==> config.mk <==
export PLATFORM = sky130hd
export DESIGN_NAME = disp_pwr_seq
export DESIGN_NICKNAME = d
export VERILOG_FILES = /design/src/rtl/dps_pkg.sv /design/src/rtl/dps_step_rom.sv /design/src/rtl/dps_ms_timer.sv /design/src/rtl/disp_pwr_seq.sv
export SDC_FILE = /design/constraint.sdc
export NUM_CORES = 1
export LEC_CHECK = 0
export ABC_AREA = 1
export BUFFER_PORTS_ARGS = -buffer_cell sky130_fd_sc_hd__buf_2
export CORE_MARGIN = 2
export CORE_UTILIZATION = 56
export CTS_CLUSTER_DIAMETER = 100
export CTS_CLUSTER_SIZE = 30
export DETAILED_ROUTE_END_ITERATION = 16
export PLACE_DENSITY = 0.91
export SLEW_MARGIN = 20
export SYNTH_ARGS = -nofsm -noshare
export SYNTH_HDL_FRONTEND = slang
export SYNTH_SLANG_ARGS = --single-unit
==> constraint.sdc <==
create_clock -name clk -period 3.12 [get_ports clk]
set_input_delay 0.624 -clock clk [delete_from_list [all_inputs] [get_ports clk]]
set_output_delay 0.624 -clock clk [all_outputs]
set_load 0.01 [all_outputs]
==> src/rtl/dps_pkg.sv <==
package dps_pkg;
  typedef enum logic [1:0] {OP_READ = 2'd0, OP_WRITE = 2'd1, OP_INDEX = 2'd2, OP_WAIT = 2'd3} op_e;

  typedef struct packed {
    op_e         op;
    logic [7:0]  addr;
    logic [15:0] data;   // write value, or wait length in ms
  } step_t;

  localparam int STEP_W        = 5;
  localparam logic [4:0] ST_ID       = 5'd0;
  localparam logic [4:0] ST_INIT_END = 5'd3;
  localparam logic [4:0] ST_SEQ_BEG  = 5'd4;
  localparam logic [4:0] ST_OFF_END  = 5'd10;
  localparam logic [4:0] ST_ON_END   = 5'd18;

  localparam logic [15:0] ID_MASK  = 16'hFFF0;
  localparam logic [15:0] ID_MATCH = 16'h9220;
endpackage

==> src/rtl/dps_step_rom.sv <==
module dps_step_rom
  import dps_pkg::*;
(
  input  logic [STEP_W-1:0] idx,
  output step_t             step
);
  always_comb begin
    step = '{op: OP_WAIT, addr: 8'h00, data: 16'd1};
    case (idx)
      5'd0:  step = '{op: OP_READ,  addr: 8'h00, data: 16'h0000};
      5'd1:  step = '{op: OP_WRITE, addr: 8'h00, data: 16'h0001};
      5'd2:  step = '{op: OP_WAIT,  addr: 8'h00, data: 16'd10};
      5'd3:  step = '{op: OP_INDEX, addr: 8'h22, data: 16'h0000};
      5'd4:  step = '{op: OP_WRITE, addr: 8'h10, data: 16'h0000};
      5'd5:  step = '{op: OP_WAIT,  addr: 8'h00, data: 16'd10};
      5'd6:  step = '{op: OP_WRITE, addr: 8'h11, data: 16'h0000};
      5'd7:  step = '{op: OP_WRITE, addr: 8'h12, data: 16'h0000};
      5'd8:  step = '{op: OP_WAIT,  addr: 8'h00, data: 16'd40};
      5'd9:  step = '{op: OP_WRITE, addr: 8'h13, data: 16'h0000};
      5'd10: step = '{op: OP_WAIT,  addr: 8'h00, data: 16'd40};
      5'd11: step = '{op: OP_WRITE, addr: 8'h56, data: 16'h080F};
      5'd12: step = '{op: OP_WRITE, addr: 8'h10, data: 16'h4240};
      5'd13: step = '{op: OP_WAIT,  addr: 8'h00, data: 16'd10};
      5'd14: step = '{op: OP_WRITE, addr: 8'h11, data: 16'h0000};
      5'd15: step = '{op: OP_WRITE, addr: 8'h12, data: 16'h0014};
      5'd16: step = '{op: OP_WAIT,  addr: 8'h00, data: 16'd40};
      5'd17: step = '{op: OP_WRITE, addr: 8'h13, data: 16'h1319};
      5'd18: step = '{op: OP_WAIT,  addr: 8'h00, data: 16'd40};
      default: step = '{op: OP_WAIT, addr: 8'h00, data: 16'd1};
    endcase
  end
endmodule

==> src/rtl/dps_ms_timer.sv <==
module dps_ms_timer #(
  parameter int CLKS_PER_MS = 50000,
  parameter int MS_W        = 8
) (
  input  logic            clk,
  input  logic            rst_n,
  input  logic            load,
  input  logic [MS_W-1:0] ms,
  output logic            done
);
  localparam int CW = (CLKS_PER_MS > 1) ? $clog2(CLKS_PER_MS) : 1;
  localparam logic [CW-1:0] CYC_LAST = CW'(CLKS_PER_MS - 1);

  logic [CW-1:0]   cyc;
  logic [MS_W-1:0] left;
  logic            run;

  assign done = run && (cyc == CYC_LAST) && (left == MS_W'(1));

  always_ff @(posedge clk) begin
    if (!rst_n) begin
      cyc  <= '0;
      left <= '0;
      run  <= 1'b0;
    end else if (load) begin
      cyc  <= '0;
      left <= ms;
      run  <= (ms != '0);
    end else if (run) begin
      if (cyc == CYC_LAST) begin
        cyc  <= '0;
        left <= left - MS_W'(1);
        if (left == MS_W'(1)) run <= 1'b0;
      end else begin
        cyc <= cyc + CW'(1);
      end
    end
  end
endmodule

==> src/rtl/disp_pwr_seq.sv <==
module disp_pwr_seq
  import dps_pkg::*;
#(
  parameter int CLKS_PER_MS = 50000
) (
  input  logic        clk,
  input  logic        rst_n,
  input  logic        req_stb,
  input  logic        req_on,
  output logic        cmd_valid,
  input  logic        cmd_ready,
  output logic [1:0]  cmd_op,
  output logic [7:0]  cmd_addr,
  output logic [15:0] cmd_wdata,
  input  logic        rsp_valid,
  input  logic        rsp_err,
  input  logic [15:0] rsp_rdata,
  output logic        busy,
  output logic        ready,
  output logic        err_nodev,
  output logic        err_seq,
  output logic        pwr_on
);
  typedef enum logic [2:0] {S_IDLE, S_STEP, S_CMD, S_RSP, S_WAIT, S_NODEV} state_e;
  typedef enum logic [1:0] {M_INIT, M_ON, M_OFF} mode_e;

  state_e            state;
  mode_e             mode;
  logic [STEP_W-1:0] step_idx, last_idx;
  logic              pend_v, pend_on, on_q, seq_err_q;
  step_t             cur;
  logic              tmr_load, tmr_done, id_ok, step_done;

  dps_step_rom u_rom (.idx(step_idx), .step(cur));

  dps_ms_timer #(.CLKS_PER_MS(CLKS_PER_MS), .MS_W(8)) u_tmr (
    .clk(clk), .rst_n(rst_n), .load(tmr_load), .ms(cur.data[7:0]), .done(tmr_done)
  );

  assign tmr_load  = (state == S_STEP) && (cur.op == OP_WAIT);
  assign id_ok     = (step_idx != ST_ID) || ((rsp_rdata & ID_MASK) == ID_MATCH);
  assign step_done = ((state == S_RSP) && rsp_valid && !rsp_err && id_ok) ||
                     ((state == S_WAIT) && tmr_done);

  always_ff @(posedge clk) begin
    if (!rst_n) begin
      state     <= S_STEP;
      mode      <= M_INIT;
      step_idx  <= ST_ID;
      last_idx  <= ST_INIT_END;
      pend_v    <= 1'b0;
      pend_on   <= 1'b0;
      on_q      <= 1'b0;
      seq_err_q <= 1'b0;
    end else begin
      if (req_stb) begin
        pend_v  <= 1'b1;
        pend_on <= req_on;
      end
      case (state)
        S_IDLE: begin
          if (pend_v) begin
            if (!req_stb) pend_v <= 1'b0;
            if (pend_on != on_q) begin
              mode      <= pend_on ? M_ON : M_OFF;
              step_idx  <= ST_SEQ_BEG;
              last_idx  <= pend_on ? ST_ON_END : ST_OFF_END;
              seq_err_q <= 1'b0;
              state     <= S_STEP;
            end
          end
        end
        S_STEP: state <= (cur.op == OP_WAIT) ? S_WAIT : S_CMD;
        S_CMD:  if (cmd_ready) state <= S_RSP;
        S_RSP: begin
          if (rsp_valid && rsp_err) begin
            if (mode == M_INIT) state <= S_NODEV;
            else begin
              seq_err_q <= 1'b1;
              state     <= S_IDLE;
            end
          end else if (rsp_valid && !id_ok) begin
            state <= S_NODEV;
          end
        end
        S_NODEV: pend_v <= 1'b0;
        default: ;
      endcase
      if (step_done) begin
        if (step_idx == last_idx) begin
          state <= S_IDLE;
          if (mode == M_ON)       on_q <= 1'b1;
          else if (mode == M_OFF) on_q <= 1'b0;
        end else begin
          step_idx <= step_idx + STEP_W'(1);
          state    <= S_STEP;
        end
      end
    end
  end

  assign cmd_valid = (state == S_CMD);
  assign cmd_op    = cur.op;
  assign cmd_addr  = cur.addr;
  assign cmd_wdata = cur.data;
  assign busy      = (state != S_IDLE) && (state != S_NODEV);
  assign ready     = (state == S_IDLE);
  assign err_nodev = (state == S_NODEV);
  assign err_seq   = seq_err_q;
  assign pwr_on    = on_q;
endmodule

# After elaboration in Yosys (flattened, before gate mapping)
# Memories as Yosys holds them, arrays and structs flattened. A register that Yosys moved wholly into a read port is not among the register bits.
# Index checks and enable logic that the tools add are counted.
# word_totals
mem_count	1
latchBits	0
out_inout_bits	32
rom_bits	640
inputBits	23
reg_bits	44
ramBits	0
# classes
n_reduce_logical	30
n_mux	37
div	0
n_eq_ne	22
n_bitwise	1
magnitude_cmp	0
shift	0
n_mul	0
add_sub_neg	3
# memory_table
memory	depth	width	read_ports	rd_clocked_by_memory_dff	wr	line_no	rtl
(name not given)	32	20	1	1	0	dps_step_rom.sv:9	case (idx)
# ops
op	n
$mux W5	7
$mux W3	8
$mux W8	3
$add A16 B1 Y16 const B	1
$eq A16 B16 Y1 const B	1
$mux W16	1
$mux W1	14
$eq A12 B12 Y1 const B	1
$pmux W3 S4	1
$logic_and A1 B1 Y1	10
$reduce_and A5 Y1	2
$reduce_bool A5 Y1	2
$ne A3 B1 Y1 const B	3
$eq A8 B1 Y1 const B	1
$reduce_bool A2 Y1	4
$reduce_bool A8 Y1	1
$sub A8 B1 Y8 const B	1
$eq A3 B2 Y1 const B	2
$eq A3 B3 Y1 const B	2
$ne A2 B1 Y1 const B	3
$reduce_and A3 Y1	2
$add A5 B1 Y5 const B	1
$eq A5 B5 Y1	1
$eq A2 B2 Y1 const B	2
other kinds (16)	19

# Logic depth before layout (Yosys ltp)
# logic_depth
word_depth	8
ltp_mapped	18
mapped_depth_nobuf	18

# Cells and area by module
# A second synthesis with hierarchy kept.
# hier_totals
hier_cells	503
hier_area_um2	3049.2
# by_module_without_submodules
mod	seq_area_each_um2	cells_per_inst	n_inst	area_per_inst_um2
dps_ms_timer	500.5	250	1	1569.0
disp_pwr_seq	300.3	172	1	1041.0
dps_step_rom	0.0	81	1	439.2

# Worst setup path after synthesis
# Ideal clock, no wire load.
# synth_timing
path_kind	input port to flip-flop
startpoint	in rsp_rdata[4]
endpoint	reg, netlist name u_rom.step[3]
path_slack_ns	0.919
t_arrival_ns	2.088
stages	17
cell_sequence	inv_1 -> nand2_1 -> nor2_1 -> nand3_1 -> nand2_1 -> nand2_4 -> nand2_4 -> nand2_1 -> nand3_1 -> inv_1 -> ha_1 -> nand4_1 -> nand2_1 -> nand2_1 -> nand2_1 -> nand2_1 -> nand2_1
# synth_via
elab_chain_len	6
# synth_lines
item	line_no	rtl
start: declaration	disp_pwr_seq.sv:17	input logic [15:0] rsp_rdata,
$eq A12 B12 Y1	disp_pwr_seq.sv:41	assign id_ok = (step_idx != ST_ID) || ((rsp_rdata & ID_MASK) == ID_MATCH);
$logic_or A1 B1 Y1	disp_pwr_seq.sv:41	
$logic_and A1 B1 Y1	disp_pwr_seq.sv:42	assign step_done = ((state == S_RSP) && rsp_valid && !rsp_err && id_ok) ||
$logic_or A1 B1 Y1	disp_pwr_seq.sv:42	
$mux W5	disp_pwr_seq.sv:89	if (step_done) begin
$mux W5 (no line)	n/a	
# Every way passes these cells.
# A chain may end at the register's enable or synchronous reset.

# Final worst setup path
# layout_timing
startpoint	reg u_tmr.cyc[0]
endpoint	reg, netlist name u_rom.step[3]
# layout_via
elab_chain_len	7
# layout_lines
item	line_no	rtl
start: declaration	dps_ms_timer.sv:14	logic [CW-1:0] cyc;
start signal: assignment	dps_ms_timer.sv:35	cyc <= cyc + CW'(1);
$eq A16 B16 Y1	dps_ms_timer.sv:18	assign done = run && (cyc == CYC_LAST) && (left == MS_W'(1));
$logic_and A1 B1 Y1 (2 in series)	dps_ms_timer.sv:18	
$logic_and A1 B1 Y1	disp_pwr_seq.sv:43	((state == S_WAIT) && tmr_done);
$logic_or A1 B1 Y1	disp_pwr_seq.sv:42	
$mux W5	disp_pwr_seq.sv:89	
$mux W5 (no line)	n/a	
# Every way passes these cells.

==> run summary <==
GR met2 Demand/Resource: 45.4%
Synth Register Bits: 56
root buffer cell: clkbuf_8
f_max: 391 MHz
port bufs: 44
DRC viols: 0
Layout area overhead: 11.0%
Setup CP Type: reg -> reg
final clock skew: 0.0137 ns
Post-DRT Antenna Nets: 0
vias in the first global route: 3,048
final instance area: 0.00364 mm^2
top cells by count, synth: nand2_1, nor2_1, dfxtp_1
Slew Limit Fails: 0
dpl hpwl: 5500 um
gr busiest metal: met2
critical-path cell list: ha_1 -> nand2_1 -> inv_2 -> nand2_1 -> nor2_2 -> nand4_4 -> nand2_4 -> nand2_1 -> nand3_1 -> inv_1 -> ha_1 -> nand4_1 -> nand2_1 -> nand2_1 -> nand2_1 -> nand2_1 -> nand2_1
Sink Count: 56
Max-slew headroom: 57.6%
synth top area cells: dfxtp_1, nand2_1, nor2_1
crit share post-route: 82.0%
GR met1 Demand/Resource: 25.4%
DRT Wirelength: 7290 um
Initial Utilization: 58.8%
Max VDD drop: 249 uV
unrepaired setup endpoints after global routing: false
CP max stage delay: 0.38 ns
post-synth cell types: 45
FF-to-FF setup slack: 0.56 ns
die footprint: 0.00648 mm^2
clock power share: 35.0%
Pint: 1.16 mW
Yosys top cell area share: 34.2%
fin util: 65.3%
switching power: 438 uW
Worst setup EP type: flip-flop
WHS: 0.464 ns
syn avg cell area: 6.96 um^2
Worst Path Arrival: 2.76 ns
Clock Latency Late Sink: 0.31 ns
Final nets: 547
PwrDens: 439 mW/mm^2
Mapped Area: 0.00328 mm^2
H-tree levels: 2
drt pass-1 iters: 5
Total GRT Usage: 23.3%
cts bufs inserted: 5
dpl cells: 577
Sw Ratio: 27.4%
count leader, synth: nand2_1
critical path startpoint category: flip-flop
Pleak: 1.71 nW
Iter 0 DRT Violations: 220
Slew @ Worst Pin: 0.636 ns
Yosys top cell by area: dfxtp_1
GPL Wtd Cong: 0.909
io pins: 55
Post-synth EDFFs: 0
Die Ht: 80.5 um
sequential group share of total power: 48.2%
final number of hold-violating endpoints: 0
setup_tns: 0 ns
MaxCap Viol Count: 0
final non-filler cell total: 585
Gate power share: 16.8%
Worst-path clk slew: 0.10 ns
yosys warns: 0
core box area: 0.00557 mm^2
share of layout cells above drive strength 1: 19.3%
hold_buf cts: 0
CTS tree: done
initial antenna violation count: 0
pin count of the biggest net entering global routing: 19
Avg Vias per Cell: 5.32
Die X: 80.5 um
Setup Fix Bufs, Post-CTS: 0
row count: 27
Seq/Total Area, Yosys: 34.2%
outcome: completed
Hold WC Path Type: reg -> reg
CTS Buffer Depth: 2
main flop type after synthesis: dfxtp_1
GRT met3 Usage: 4.04%
CP Max Fanout: 10
min cycle time layout: 2.56 ns
setup violators final: 0
routed via count: 3,112
GR Overflow Total: 0
wire per inst: 12.5 um
post-cts resize count: 0
Worst path most repeated cell: nand2_1
Slowest-stage cell, CP: dfxtp_1
cell count after synthesis: 471
Required @ worst endpoint: 3.32 ns
first-pass GRT wire length: 12,300 um
DP Area: 0.00350 mm^2
antenna cell count: 0
async set-reset flop share out of synthesis: 0%
[cell type report]
type | instances | area (um^2)
clock buffer | 5 | 68.8
clock inverter | 3 | 68.8
fill | 482 | 1940
inverter | 69 | 264
multi-input combinational | 335 | 1800
sequential | 56 | 1120
tap | 72 | 90.1
timing repair buffer | 45 | 228
[per-stage QoR]
stage / worst slack, ns / total power, mW
after floorplan: 0.919 / 0.982
after global placement: 0.638 / 1.04
after detailed placement: 0.478 / 1.05
after CTS: 0.585 / 1.60
after global routing: 0.358 / 1.66
final: 0.562 / 1.60
[worst max-delay path, delay by kind of cell, from the launching register on]
kind	cells	cell delay, ns
fa+ha+maj	2	0.46
flops	1	0.38
buf+inv	2	0.22
simple gates	13	1.39
[power groups by stage]
stage / Sequential (mW) / Clock [mW] / Combinational [mW]
6_report: 0.769 / 0.558 / 0.269
5_1_grt: 0.772 / 0.592 / 0.300
3_5_place_dp: 0.784 / 0 / 0.265
3_3_place_gp: 0.783 / 0 / 0.255
4_1_cts: 0.768 / 0.568 / 0.267
2_1_floorplan: 0.781 / 0 / 0.201
[metal layers]
metal,wire length [um],up-vias
li1,-,1574
met1,3000,1430
met2,3770,90
met3,355,18
met4,164,0
met5,0,-
[cell usage in the layout (no fill, tap or decap), types with 4 or more instances in the layout]
| cell | n |
|---|---|
| inv_1 | 53 |
| nand4_1 | 6 |
| nor3_1 | 11 |
| o21ai_1 | 4 |
| nor2_2 | 7 |
| inv_2 | 11 |
| a21oi_1 | 24 |
| nor3b_1 | 5 |
| conb_1 | 6 |
| nor4_1 | 8 |
| nor2_1 | 58 |
| buf_2 | 44 |
| xor2_1 | 5 |
| nand3_1 | 20 |
| nand2_1 | 108 |
| dfxtp_1 | 56 |
| clkbuf_8 | 5 |
| o21ai_0 | 16 |
| ha_1 | 12 |
| nand2_2 | 6 |
[sequential cells by signal (all words and copies together) (netlist names)]
register / flops
pend_on: 1
u_tmr.cyc: 16
u_tmr.left: 8
last_idx: 2
err_seq: 1
state: 3
mode: 1
u_tmr.run: 1
step_idx: 5
pend_v: 1
u_rom.step: 16
pwr_on: 1
[logic make-up (layout without fill, tap and decap cells)]
family | Yosys count | count (layout) | synth area share [%]
fa+ha+maj | 12 | 12 | 4.58
flops | 56 | 56 | 34.2
xor+xnor | 7 | 7 | 1.87
other cells | 1 | 6 | 0.114
buf+inv | 85 | 122 | 11.6
simple gates | 249 | 249 | 37.0
compound gates | 61 | 61 | 10.7
[path summary, 6_finish.rpt]
kind,from,end,depth (start not counted)
max,u_tmr.cyc[0],u_rom.step[3],17
min reg2reg,err_seq,err_seq,2
min,err_seq,err_seq,2
max reg2reg,u_tmr.cyc[0],u_rom.step[3],17
(Power assumes the default switching activity.)
